$ cat src/rtl/sport_pkg.sv
package sport_pkg;
    typedef enum logic [1:0] {
        ST_SYNC  = 2'd0,
        ST_WAIT  = 2'd1,
        ST_LEFT  = 2'd2,
        ST_RIGHT = 2'd3
    } frame_state_t;
endpackage

$ cat src/rtl/sport_frame_ctrl.sv
module sport_frame_ctrl
    import sport_pkg::*;
#(
    parameter int SLOT_W = 6
) (
    input  logic               sclk,
    input  logic               rst_n,
    input  logic               lrck,
    output logic               lr_change,
    output logic [SLOT_W-1:0]  cur_slot,
    output frame_state_t       state
);
    localparam logic [SLOT_W-1:0] SLOT_SAT = '1;

    frame_state_t      state_q, state_nxt;
    logic              lrck_q;
    logic [SLOT_W-1:0] slot_q;

    // An lrck level that differs from the last sampled one marks slot 0.
    always_comb begin
        lr_change = (lrck != lrck_q) && (state_q != ST_SYNC);
        if (lr_change)
            cur_slot = '0;
        else if (slot_q == SLOT_SAT)
            cur_slot = SLOT_SAT;
        else
            cur_slot = slot_q + 1'b1;
    end

    // Next-state logic: T_BOOT, T_LOCK_L/R, T_TO_L, T_TO_R.
    always_comb begin
        state_nxt = state_q;
        unique case (state_q)
            ST_SYNC:                    state_nxt = ST_WAIT;
            ST_WAIT, ST_LEFT, ST_RIGHT: if (lr_change)
                                            state_nxt = lrck ? ST_LEFT : ST_RIGHT;
            default:                    state_nxt = ST_WAIT;
        endcase
    end

    // State register.
    always_ff @(posedge sclk or negedge rst_n) begin
        if (!rst_n) state_q <= ST_SYNC;
        else        state_q <= state_nxt;
    end

    // Slot counter and level history.
    always_ff @(posedge sclk or negedge rst_n) begin
        if (!rst_n) begin
            lrck_q <= 1'b0;
            slot_q <= SLOT_SAT;
        end else begin
            lrck_q <= lrck;
            slot_q <= (state_q == ST_SYNC) ? SLOT_SAT : cur_slot;
        end
    end

    assign state = state_q;

    p_realign_r8: assert property (@(posedge sclk) disable iff (!rst_n)
        lr_change |=> (slot_q == '0));
    p_boot_r1: assert property (@(posedge sclk) disable iff (!rst_n)
        (state_q == ST_SYNC) |=> (state_q == ST_WAIT));
    p_left_level_r5: assert property (@(posedge sclk) disable iff (!rst_n)
        (state_q == ST_LEFT) |-> lrck_q);
    p_right_level_r5: assert property (@(posedge sclk) disable iff (!rst_n)
        (state_q == ST_RIGHT) |-> !lrck_q);
endmodule

$ cat src/rtl/sport_rx.sv
module sport_rx
    import sport_pkg::*;
#(
    parameter int SAMPLE_W     = 20,
    parameter int SLOTS_WIDE   = 32,
    parameter int SLOTS_NARROW = 16,
    parameter int SLOT_W       = 6
) (
    input  logic                sclk,
    input  logic                rst_n,
    input  logic                wide_mode,
    input  logic                sdti,
    input  logic [SLOT_W-1:0]   cur_slot,
    input  frame_state_t        state,
    output logic [SAMPLE_W-1:0] rx_data,
    output logic                rx_left_vld,
    output logic                rx_right_vld
);
    localparam int                PAD_W       = SAMPLE_W - SLOTS_NARROW;
    localparam logic [SLOT_W-1:0] WIDE_FIRST  = SLOT_W'(SLOTS_WIDE - SAMPLE_W);
    localparam logic [SLOT_W-1:0] WIDE_LAST   = SLOT_W'(SLOTS_WIDE - 1);
    localparam logic [SLOT_W-1:0] NARROW_LAST = SLOT_W'(SLOTS_NARROW - 1);

    logic [SAMPLE_W-1:0] shreg;
    logic [SAMPLE_W-1:0] assembled;
    logic                in_win, at_last;

    always_comb begin
        if (wide_mode) begin
            in_win    = (cur_slot >= WIDE_FIRST) && (cur_slot <= WIDE_LAST);
            at_last   = (cur_slot == WIDE_LAST);
            assembled = {shreg[SAMPLE_W-2:0], sdti};
        end else begin
            in_win    = (cur_slot <= NARROW_LAST);
            at_last   = (cur_slot == NARROW_LAST);
            assembled = {shreg[SLOTS_NARROW-2:0], sdti, {PAD_W{1'b0}}};
        end
    end

    always_ff @(posedge sclk or negedge rst_n) begin
        if (!rst_n) begin
            shreg        <= '0;
            rx_data      <= '0;
            rx_left_vld  <= 1'b0;
            rx_right_vld <= 1'b0;
        end else begin
            if (in_win) shreg <= {shreg[SAMPLE_W-2:0], sdti};
            rx_left_vld  <= at_last && (state == ST_LEFT);
            rx_right_vld <= at_last && (state == ST_RIGHT);
            if (at_last && (state == ST_LEFT || state == ST_RIGHT))
                rx_data <= assembled;
        end
    end

    p_strobe_pulse_r5: assert property (@(posedge sclk) disable iff (!rst_n)
        (rx_left_vld || rx_right_vld) |=> !(rx_left_vld || rx_right_vld));
    p_strobe_excl_r5: assert property (@(posedge sclk) disable iff (!rst_n)
        $onehot0({rx_left_vld, rx_right_vld}));
    p_narrow_pad_r7: assert property (@(posedge sclk) disable iff (!rst_n)
        ((rx_left_vld || rx_right_vld) && !wide_mode && $stable(wide_mode))
        |-> (rx_data[PAD_W-1:0] == '0));
endmodule

$ cat src/rtl/sport_tx.sv
module sport_tx #(
    parameter int SAMPLE_W = 20
) (
    input  logic                sclk,
    input  logic                rst_n,
    input  logic                lrck,
    input  logic                lr_change,
    input  logic [SAMPLE_W-1:0] tx_left_data,
    input  logic                tx_left_we,
    input  logic [SAMPLE_W-1:0] tx_right_data,
    input  logic                tx_right_we,
    output logic                sdto
);
    // Index 1 holds the left channel, index 0 the right channel.
    logic [1:0][SAMPLE_W-1:0] hold;
    logic [1:0][SAMPLE_W-1:0] wr_data;
    logic [1:0]               wr_en;
    logic [SAMPLE_W-1:0]      next_sample;
    logic [SAMPLE_W-1:0]      tx_sr;
    logic                     msb_q, p_tog, n_tog, sdto_q;

    always_comb begin
        wr_data     = {tx_left_data, tx_right_data};
        wr_en       = {tx_left_we, tx_right_we};
        next_sample = lrck ? hold[1] : hold[0];
    end

    always_ff @(posedge sclk or negedge rst_n) begin
        if (!rst_n) begin
            hold <= '0;
        end else begin
            for (int c = 0; c < 2; c++)
                if (wr_en[c]) hold[c] <= wr_data[c];
        end
    end

    // Rising edge: load at slot 0 (MSB already on the line), shift otherwise.
    always_ff @(posedge sclk or negedge rst_n) begin
        if (!rst_n) begin
            tx_sr <= '0;
            msb_q <= 1'b0;
            p_tog <= 1'b0;
        end else if (lr_change) begin
            tx_sr <= {next_sample[SAMPLE_W-2:0], 1'b0};
            msb_q <= next_sample[SAMPLE_W-1];
            p_tog <= ~p_tog;
        end else begin
            tx_sr <= {tx_sr[SAMPLE_W-2:0], 1'b0};
        end
    end

    // Falling edge: present the bit for the coming slot.
    always_ff @(negedge sclk or negedge rst_n) begin
        if (!rst_n) begin
            sdto_q <= 1'b0;
            n_tog  <= 1'b0;
        end else begin
            sdto_q <= tx_sr[SAMPLE_W-1];
            n_tog  <= p_tog;
        end
    end

    // Slot 0: the MSB is shown from the lrck change until the next falling edge.
    always_comb begin
        if (lr_change)           sdto = next_sample[SAMPLE_W-1];
        else if (p_tog != n_tog) sdto = msb_q;
        else                     sdto = sdto_q;
    end
endmodule

$ cat src/rtl/stereo_serial_port.sv
module stereo_serial_port
    import sport_pkg::*;
#(
    parameter int SAMPLE_W     = 20,
    parameter int SLOTS_WIDE   = 32,
    parameter int SLOTS_NARROW = 16
) (
    input  logic                sclk,
    input  logic                rst_n,
    input  logic                wide_mode,
    input  logic                lrck,
    input  logic                sdti,
    output logic                sdto,
    input  logic [SAMPLE_W-1:0] tx_left_data,
    input  logic                tx_left_we,
    input  logic [SAMPLE_W-1:0] tx_right_data,
    input  logic                tx_right_we,
    output logic [SAMPLE_W-1:0] rx_data,
    output logic                rx_left_vld,
    output logic                rx_right_vld
);
    localparam int                SLOT_W     = $clog2(SLOTS_WIDE) + 1;
    localparam logic [SLOT_W-1:0] TAIL_FIRST = SLOT_W'(SAMPLE_W);
    localparam logic [SLOT_W-1:0] TAIL_LAST  = SLOT_W'(SLOTS_WIDE - 1);

    logic              lr_change;
    logic [SLOT_W-1:0] cur_slot;
    frame_state_t      state;

    sport_frame_ctrl #(.SLOT_W(SLOT_W)) u_ctrl (
        .sclk      (sclk),
        .rst_n     (rst_n),
        .lrck      (lrck),
        .lr_change (lr_change),
        .cur_slot  (cur_slot),
        .state     (state)
    );

    sport_rx #(
        .SAMPLE_W     (SAMPLE_W),
        .SLOTS_WIDE   (SLOTS_WIDE),
        .SLOTS_NARROW (SLOTS_NARROW),
        .SLOT_W       (SLOT_W)
    ) u_rx (
        .sclk         (sclk),
        .rst_n        (rst_n),
        .wide_mode    (wide_mode),
        .sdti         (sdti),
        .cur_slot     (cur_slot),
        .state        (state),
        .rx_data      (rx_data),
        .rx_left_vld  (rx_left_vld),
        .rx_right_vld (rx_right_vld)
    );

    sport_tx #(.SAMPLE_W(SAMPLE_W)) u_tx (
        .sclk          (sclk),
        .rst_n         (rst_n),
        .lrck          (lrck),
        .lr_change     (lr_change),
        .tx_left_data  (tx_left_data),
        .tx_left_we    (tx_left_we),
        .tx_right_data (tx_right_data),
        .tx_right_we   (tx_right_we),
        .sdto          (sdto)
    );

    p_tail_zero_r3: assert property (@(posedge sclk) disable iff (!rst_n)
        (wide_mode && state != ST_SYNC && !lr_change &&
         cur_slot >= TAIL_FIRST && cur_slot <= TAIL_LAST) |-> !sdto);
endmodule

$ cat config.mk
export PLATFORM = sky130hd
export DESIGN_NAME = stereo_serial_port
export DESIGN_NICKNAME = d
export VERILOG_FILES = /design/src/rtl/sport_pkg.sv /design/src/rtl/sport_frame_ctrl.sv /design/src/rtl/sport_rx.sv /design/src/rtl/sport_tx.sv /design/src/rtl/stereo_serial_port.sv
export SDC_FILE = /design/constraint.sdc
export NUM_CORES = 1
export LEC_CHECK = 0
export BUFFER_PORTS_ARGS = -buffer_cell sky130_fd_sc_hd__buf_2
export CORE_UTILIZATION = 38
export CTS_BUF_LIST = sky130_fd_sc_hd__clkbuf_4 sky130_fd_sc_hd__clkbuf_8
export DETAILED_ROUTE_END_ITERATION = 6
export PLACE_DENSITY = 0.58
export RECOVER_POWER = 100
export SYNTH_ARGS = -nofsm -noshare
export SYNTH_HDL_FRONTEND = slang
export SYNTH_HIERARCHICAL = 1
export SYNTH_SLANG_ARGS = --single-unit
$ cat constraint.sdc
create_clock -name sclk -period 5.13 [get_ports sclk]
set_clock_uncertainty 0.15 [all_clocks]
set_input_delay 0.513 -clock sclk [delete_from_list [all_inputs] [get_ports sclk]]
set_output_delay 0.513 -clock sclk [all_outputs]
set_load 0.03 [all_outputs]
==> report_table.html <==
<table>
<tr><th>Metric</th><th>Value</th></tr>
<tr><th colspan="2">Run status</th></tr>
<tr><td>Run status</td><td>complete, but fails checks</td></tr>
<tr><td>Failing checks</td><td>max-capacitance violations, max-slew violations</td></tr>
<tr><th colspan="2">Job</th></tr>
<tr><td>Max Cap Violations</td><td>3</td></tr>
<tr><th colspan="2">Routing</th></tr>
<tr><td>DR pass1 iterations</td><td>4</td></tr>
<tr><td>Post-route DRC violation count</td><td>0</td></tr>
<tr><td>Routed wire length</td><td>10.15 mm</td></tr>
<tr><td>Avg Vias per Cell</td><td>5.268</td></tr>
<tr><td>Wire per inst</td><td>15.52 microns</td></tr>
<tr><td>Antenna Violating Nets Remaining</td><td>0</td></tr>
<tr><td>Number of DRC markers after the initial detailed-route iteration</td><td>188</td></tr>
<tr><td>Via count</td><td>3,445</td></tr>
<tr><th colspan="2">Synth</th></tr>
<tr><td>Mapped cell area</td><td>5064 sq um</td></tr>
<tr><td>Count of mapped cells out of synthesis</td><td>407</td></tr>
<tr><td>Sequential-to-total area share from yosys stat</td><td>55.99%</td></tr>
<tr><td>Total nets after synthesis</td><td>455</td></tr>
<tr><td>Warnings from Yosys</td><td>6</td></tr>
<tr><td>Flip-flop and latch count after synthesis</td><td>113</td></tr>
<tr><td>Cell types with the largest area share after synthesis</td><td>sky130_fd_sc_hd__dfrtp_1 (52%), sky130_fd_sc_hd__mux2_2 (13%), sky130_fd_sc_hd__mux2i_1 (4.3%)</td></tr>
<tr><td>Cell variety after synth</td><td>43</td></tr>
<tr><td>Synth async-reset ratio</td><td>100.0%</td></tr>
<tr><td>Post-synthesis area per instance</td><td>12.44 sq um</td></tr>
<tr><td>Number of synthesized flops with an enable pin</td><td>0</td></tr>
<tr><td>Most used flip-flop cell after synthesis</td><td>sky130_fd_sc_hd__dfrtp_1</td></tr>
<tr><td>Yosys top cell by area</td><td>sky130_fd_sc_hd__dfrtp_1</td></tr>
<tr><td>Top-area cell type share of the netlist area</td><td>51.89%</td></tr>
<tr><th colspan="2">Floorplanning</th></tr>
<tr><td>Count of boundary I/O pins</td><td>70</td></tr>
<tr><td>Area inside the core boundary</td><td>12,820 sq um</td></tr>
<tr><td>Full die area</td><td>13,790 sq um</td></tr>
<tr><td>FP Rows</td><td>41</td></tr>
<tr><td>Starting density of the core</td><td>39.48%</td></tr>
<tr><td>Width of the die</td><td>117.4 microns</td></tr>
<tr><td>DIE HEIGHT</td><td>117.4 microns</td></tr>
<tr><th colspan="2">Final layout</th></tr>
<tr><td>Final design instance area without fill</td><td>5824 sq um</td></tr>
<tr><td>Antenna diode count</td><td>0</td></tr>
<tr><td>Area delta synth-&gt;final</td><td>15.02%</td></tr>
<tr><td>Leading cell type in the layout, fill and taps excluded</td><td>sky130_fd_sc_hd__dfrtp_1</td></tr>
<tr><td>Layout cell share with drive strength beyond 1</td><td>31.74%</td></tr>
<tr><td>Number of filler cells placed in the layout</td><td>1,234</td></tr>
<tr><td>Fin nets</td><td>517</td></tr>
<tr><td>Most used cells in the layout excluding fill and tap cells</td><td>sky130_fd_sc_hd__dfrtp_1 (105), sky130_fd_sc_hd__mux2_2 (59), sky130_fd_sc_hd__buf_2 (42), sky130_fd_sc_hd__nor2_1 (42), sky130_fd_sc_hd__clkbuf_1 (29)</td></tr>
<tr><th colspan="2">Worst setup path</th></tr>
<tr><td>Crit-path slowest cell</td><td>sky130_fd_sc_hd__dfrtn_1</td></tr>
<tr><td>Setup Crit Path Kind</td><td>flop to output port</td></tr>
<tr><td>Startpoint Class</td><td>flop</td></tr>
<tr><td>Category of the worst setup path capture point</td><td>output port</td></tr>
<tr><td>CP Data Arrival Time</td><td>4050 ps</td></tr>
<tr><td>Cell-by-cell trace of the critical path</td><td>xor2_1 -&gt; a22oi_1 -&gt; o31a_1 -&gt; clkbuf_1</td></tr>
<tr><td>Largest fanout on the critical path</td><td>2</td></tr>
<tr><td>Critical path data required time</td><td>4470 ps</td></tr>
<tr><td>Longest individual stage delay on the worst path</td><td>340 ps</td></tr>
<tr><th colspan="2">Placed design</th></tr>
<tr><td>Final RePlAce weighted congestion</td><td>0.7428</td></tr>
<tr><td>Estimated wirelength of the detail-placed design</td><td>6.296 mm</td></tr>
<tr><td>Cell Area, Placed</td><td>5482 sq um</td></tr>
<tr><td>Port bufs</td><td>69</td></tr>
<tr><th colspan="2">Clock network</th></tr>
<tr><td>Number of sinks driven by the clock tree</td><td>113</td></tr>
<tr><td>Post-CTS setup buffers</td><td>0</td></tr>
<tr><td>Clock Path Buffers</td><td>2</td></tr>
<tr><td>H-tree Lvls</td><td>4</td></tr>
<tr><td>CTS tree</td><td>built</td></tr>
<tr><td>Root buffer cell</td><td>sky130_fd_sc_hd__clkbuf_8</td></tr>
<tr><td>Hold-fix buffers at CTS</td><td>1</td></tr>
<tr><td>PostCTS Resize Cnt</td><td>0</td></tr>
<tr><td>CTS buffer count</td><td>17</td></tr>
<tr><td>Reg clk slew, reported paths</td><td>60 ps</td></tr>
<tr><td>Worst skew pair latency</td><td>430 ps</td></tr>
<tr><th colspan="2">Power and ir drop</th></tr>
<tr><td>Lkg Pwr</td><td>2.452 nW</td></tr>
<tr><td>Largest voltage drop on the vdd net</td><td>238.7 uV</td></tr>
<tr><td>Final Total Pwr</td><td>2.201 mW</td></tr>
<tr><td>PD cells</td><td>377.9 nW/um^2</td></tr>
<tr><th colspan="2">GRT</th></tr>
<tr><td>Maximum number of pins on one net before global-route repair</td><td>62</td></tr>
<tr><td>Number of antenna violations at the first check in global routing</td><td>0</td></tr>
<tr><td>Global routing usage on met3</td><td>5.204%</td></tr>
<tr><td>Top Usage Layer GRT</td><td>met2</td></tr>
<tr><td>GR met1 Demand/Resource</td><td>20.54%</td></tr>
<tr><td>Global-route wire length before repair</td><td>17.24 mm</td></tr>
<tr><td>Aggregate global routing overflow</td><td>0</td></tr>
<tr><td>GR met2 Demand/Resource</td><td>24.45%</td></tr>
<tr><td>Number of global-route vias before repair</td><td>3,487</td></tr>
<tr><td>Total Routing Usage GR</td><td>15.93%</td></tr>
<tr><th colspan="2">Min path</th></tr>
<tr><td>Type of the most critical hold path</td><td>primary input to flop</td></tr>
<tr><th colspan="2">STA</th></tr>
<tr><td>Total negative slack</td><td>0 ps</td></tr>
<tr><td>RSZ-0062 raised after global routing</td><td>false</td></tr>
<tr><td>Number of hold violations in the final report</td><td>0</td></tr>
<tr><td>Final-report max-slew violation count</td><td>99</td></tr>
<tr><td>Worst slew pin tran</td><td>2647 ps</td></tr>
<tr><td>Worst rel slew slack</td><td>-76.45%</td></tr>
<tr><td>Setup violation total in the final timing report</td><td>0</td></tr>
</table>
cell families (layout without fill, tap and decap cells):
logic type | after synthesis | in the layout | share of synthesized area, %
buffers and inverters | 34 | 109 | 3.731
muxes | 81 | 81 | 17.47
adders and majority gates | 1 | 1 | 0.2471
and+or+nand+nor | 83 | 83 | 8.500
AOI/OAI and AO/OA | 91 | 91 | 13.37
DFF | 113 | 113 | 55.99
xor gates and xnor gates | 4 | 4 | 0.6920
synth_stat cells, drive strengths merged (2+ instances only):
cell and count:
a21oi 20, o2bb2ai 4, nor2 42, nor2b 2, o21ai 22, inv 3, nand3 2, mux2 59
dfstp 6, a22o 4, dfrtp 105, or2 4, nand2 7, nor4 18, a31oi 4, dfrtn 2
o22a 16, o221a 16, clkbuf 15, xor2 3, buf 16, mux2i 22, and3 2
stage by stage:
step | hold WS (ps) | utilization [%] | setup WS (ps) | cells
after floorplan | 67.41 | - | 971.9 | 407
after global placement | 172.5 | 42.74 | 937.6 | 621
after detailed placement | 172.3 | 42.74 | 928.9 | 621
after CTS | 117.9 | 45.78 | 495.3 | 654
after global routing | 123.2 | 45.41 | 324.7 | 654
final | 155.0 | 45.41 | 418.6 | 654
final timing paths:
kind,startpoint,endpoint,slack (ps),cells past startpoint
max in group asynchronous,rst_n,u_ctrl/state[0],1290,4
max,u_tx/n_tog,sdto,420,4
min in group asynchronous,rst_n,u_tx/p_tog,330,2
min,tx_left_data[16],u_tx/hold[36],160,2
max reg2reg,u_ctrl/state[1],u_rx/shreg[7],840,6
min reg2reg,u_tx/tx_sr[3],u_tx/tx_sr[4],350,2
critical path, delay by kind of cell, from the launching register on:
kind | cells | cell delay, ps
flops | 1 | 340
buf+inv | 1 | 310
xor+xnor | 1 | 150
compound gates | 2 | 300
sequential cells by signal, summed over array words and instances (netlist names):
name               cells
u_ctrl/slot_q          6
u_ctrl/lrck_q          1
u_tx/n_tog             1
u_rx/shreg            19
u_tx/sdto_q            1
u_tx/p_tog             1
u_rx/rx_right_vld      1
u_rx/rx_data          20
u_tx/hold             40
u_tx/msb_q             1
u_ctrl/state           2
u_rx/rx_left_vld       1
u_tx/tx_sr            19
power by group:
group          internal [mW]  switching (mW)  leakage [nW]  total [mW]
clock                  0.448           0.350         0.201       0.798
sequential              1.04           0.101          1.33        1.14
combinational          0.141           0.126         0.919       0.267
metal layers:
| metal | vias up | routed length (microns) |
|---|---|---|
| met3 | 11 | 510 |
| li1 | 1629 | - |
| met4 | 0 | 119 |
| met1 | 1709 | 4812 |
| met2 | 96 | 4705 |
| met5 | - | 0 |
final cells by class:
class | instances | area (sq um) | area share, %
Clock inverter | 11 | 115.1 | 1.976
Tap cell | 172 | 215.2 | 3.695
Sequential cell | 113 | 2835 | 48.68
Clock buffer | 21 | 264.0 | 4.533
Timing Repair Buffer | 74 | 344.1 | 5.908
Multi-Input combinational cell | 260 | 2039 | 35.02
Inverter | 3 | 11.26 | 0.1933
(Power assumes the default switching activity.)
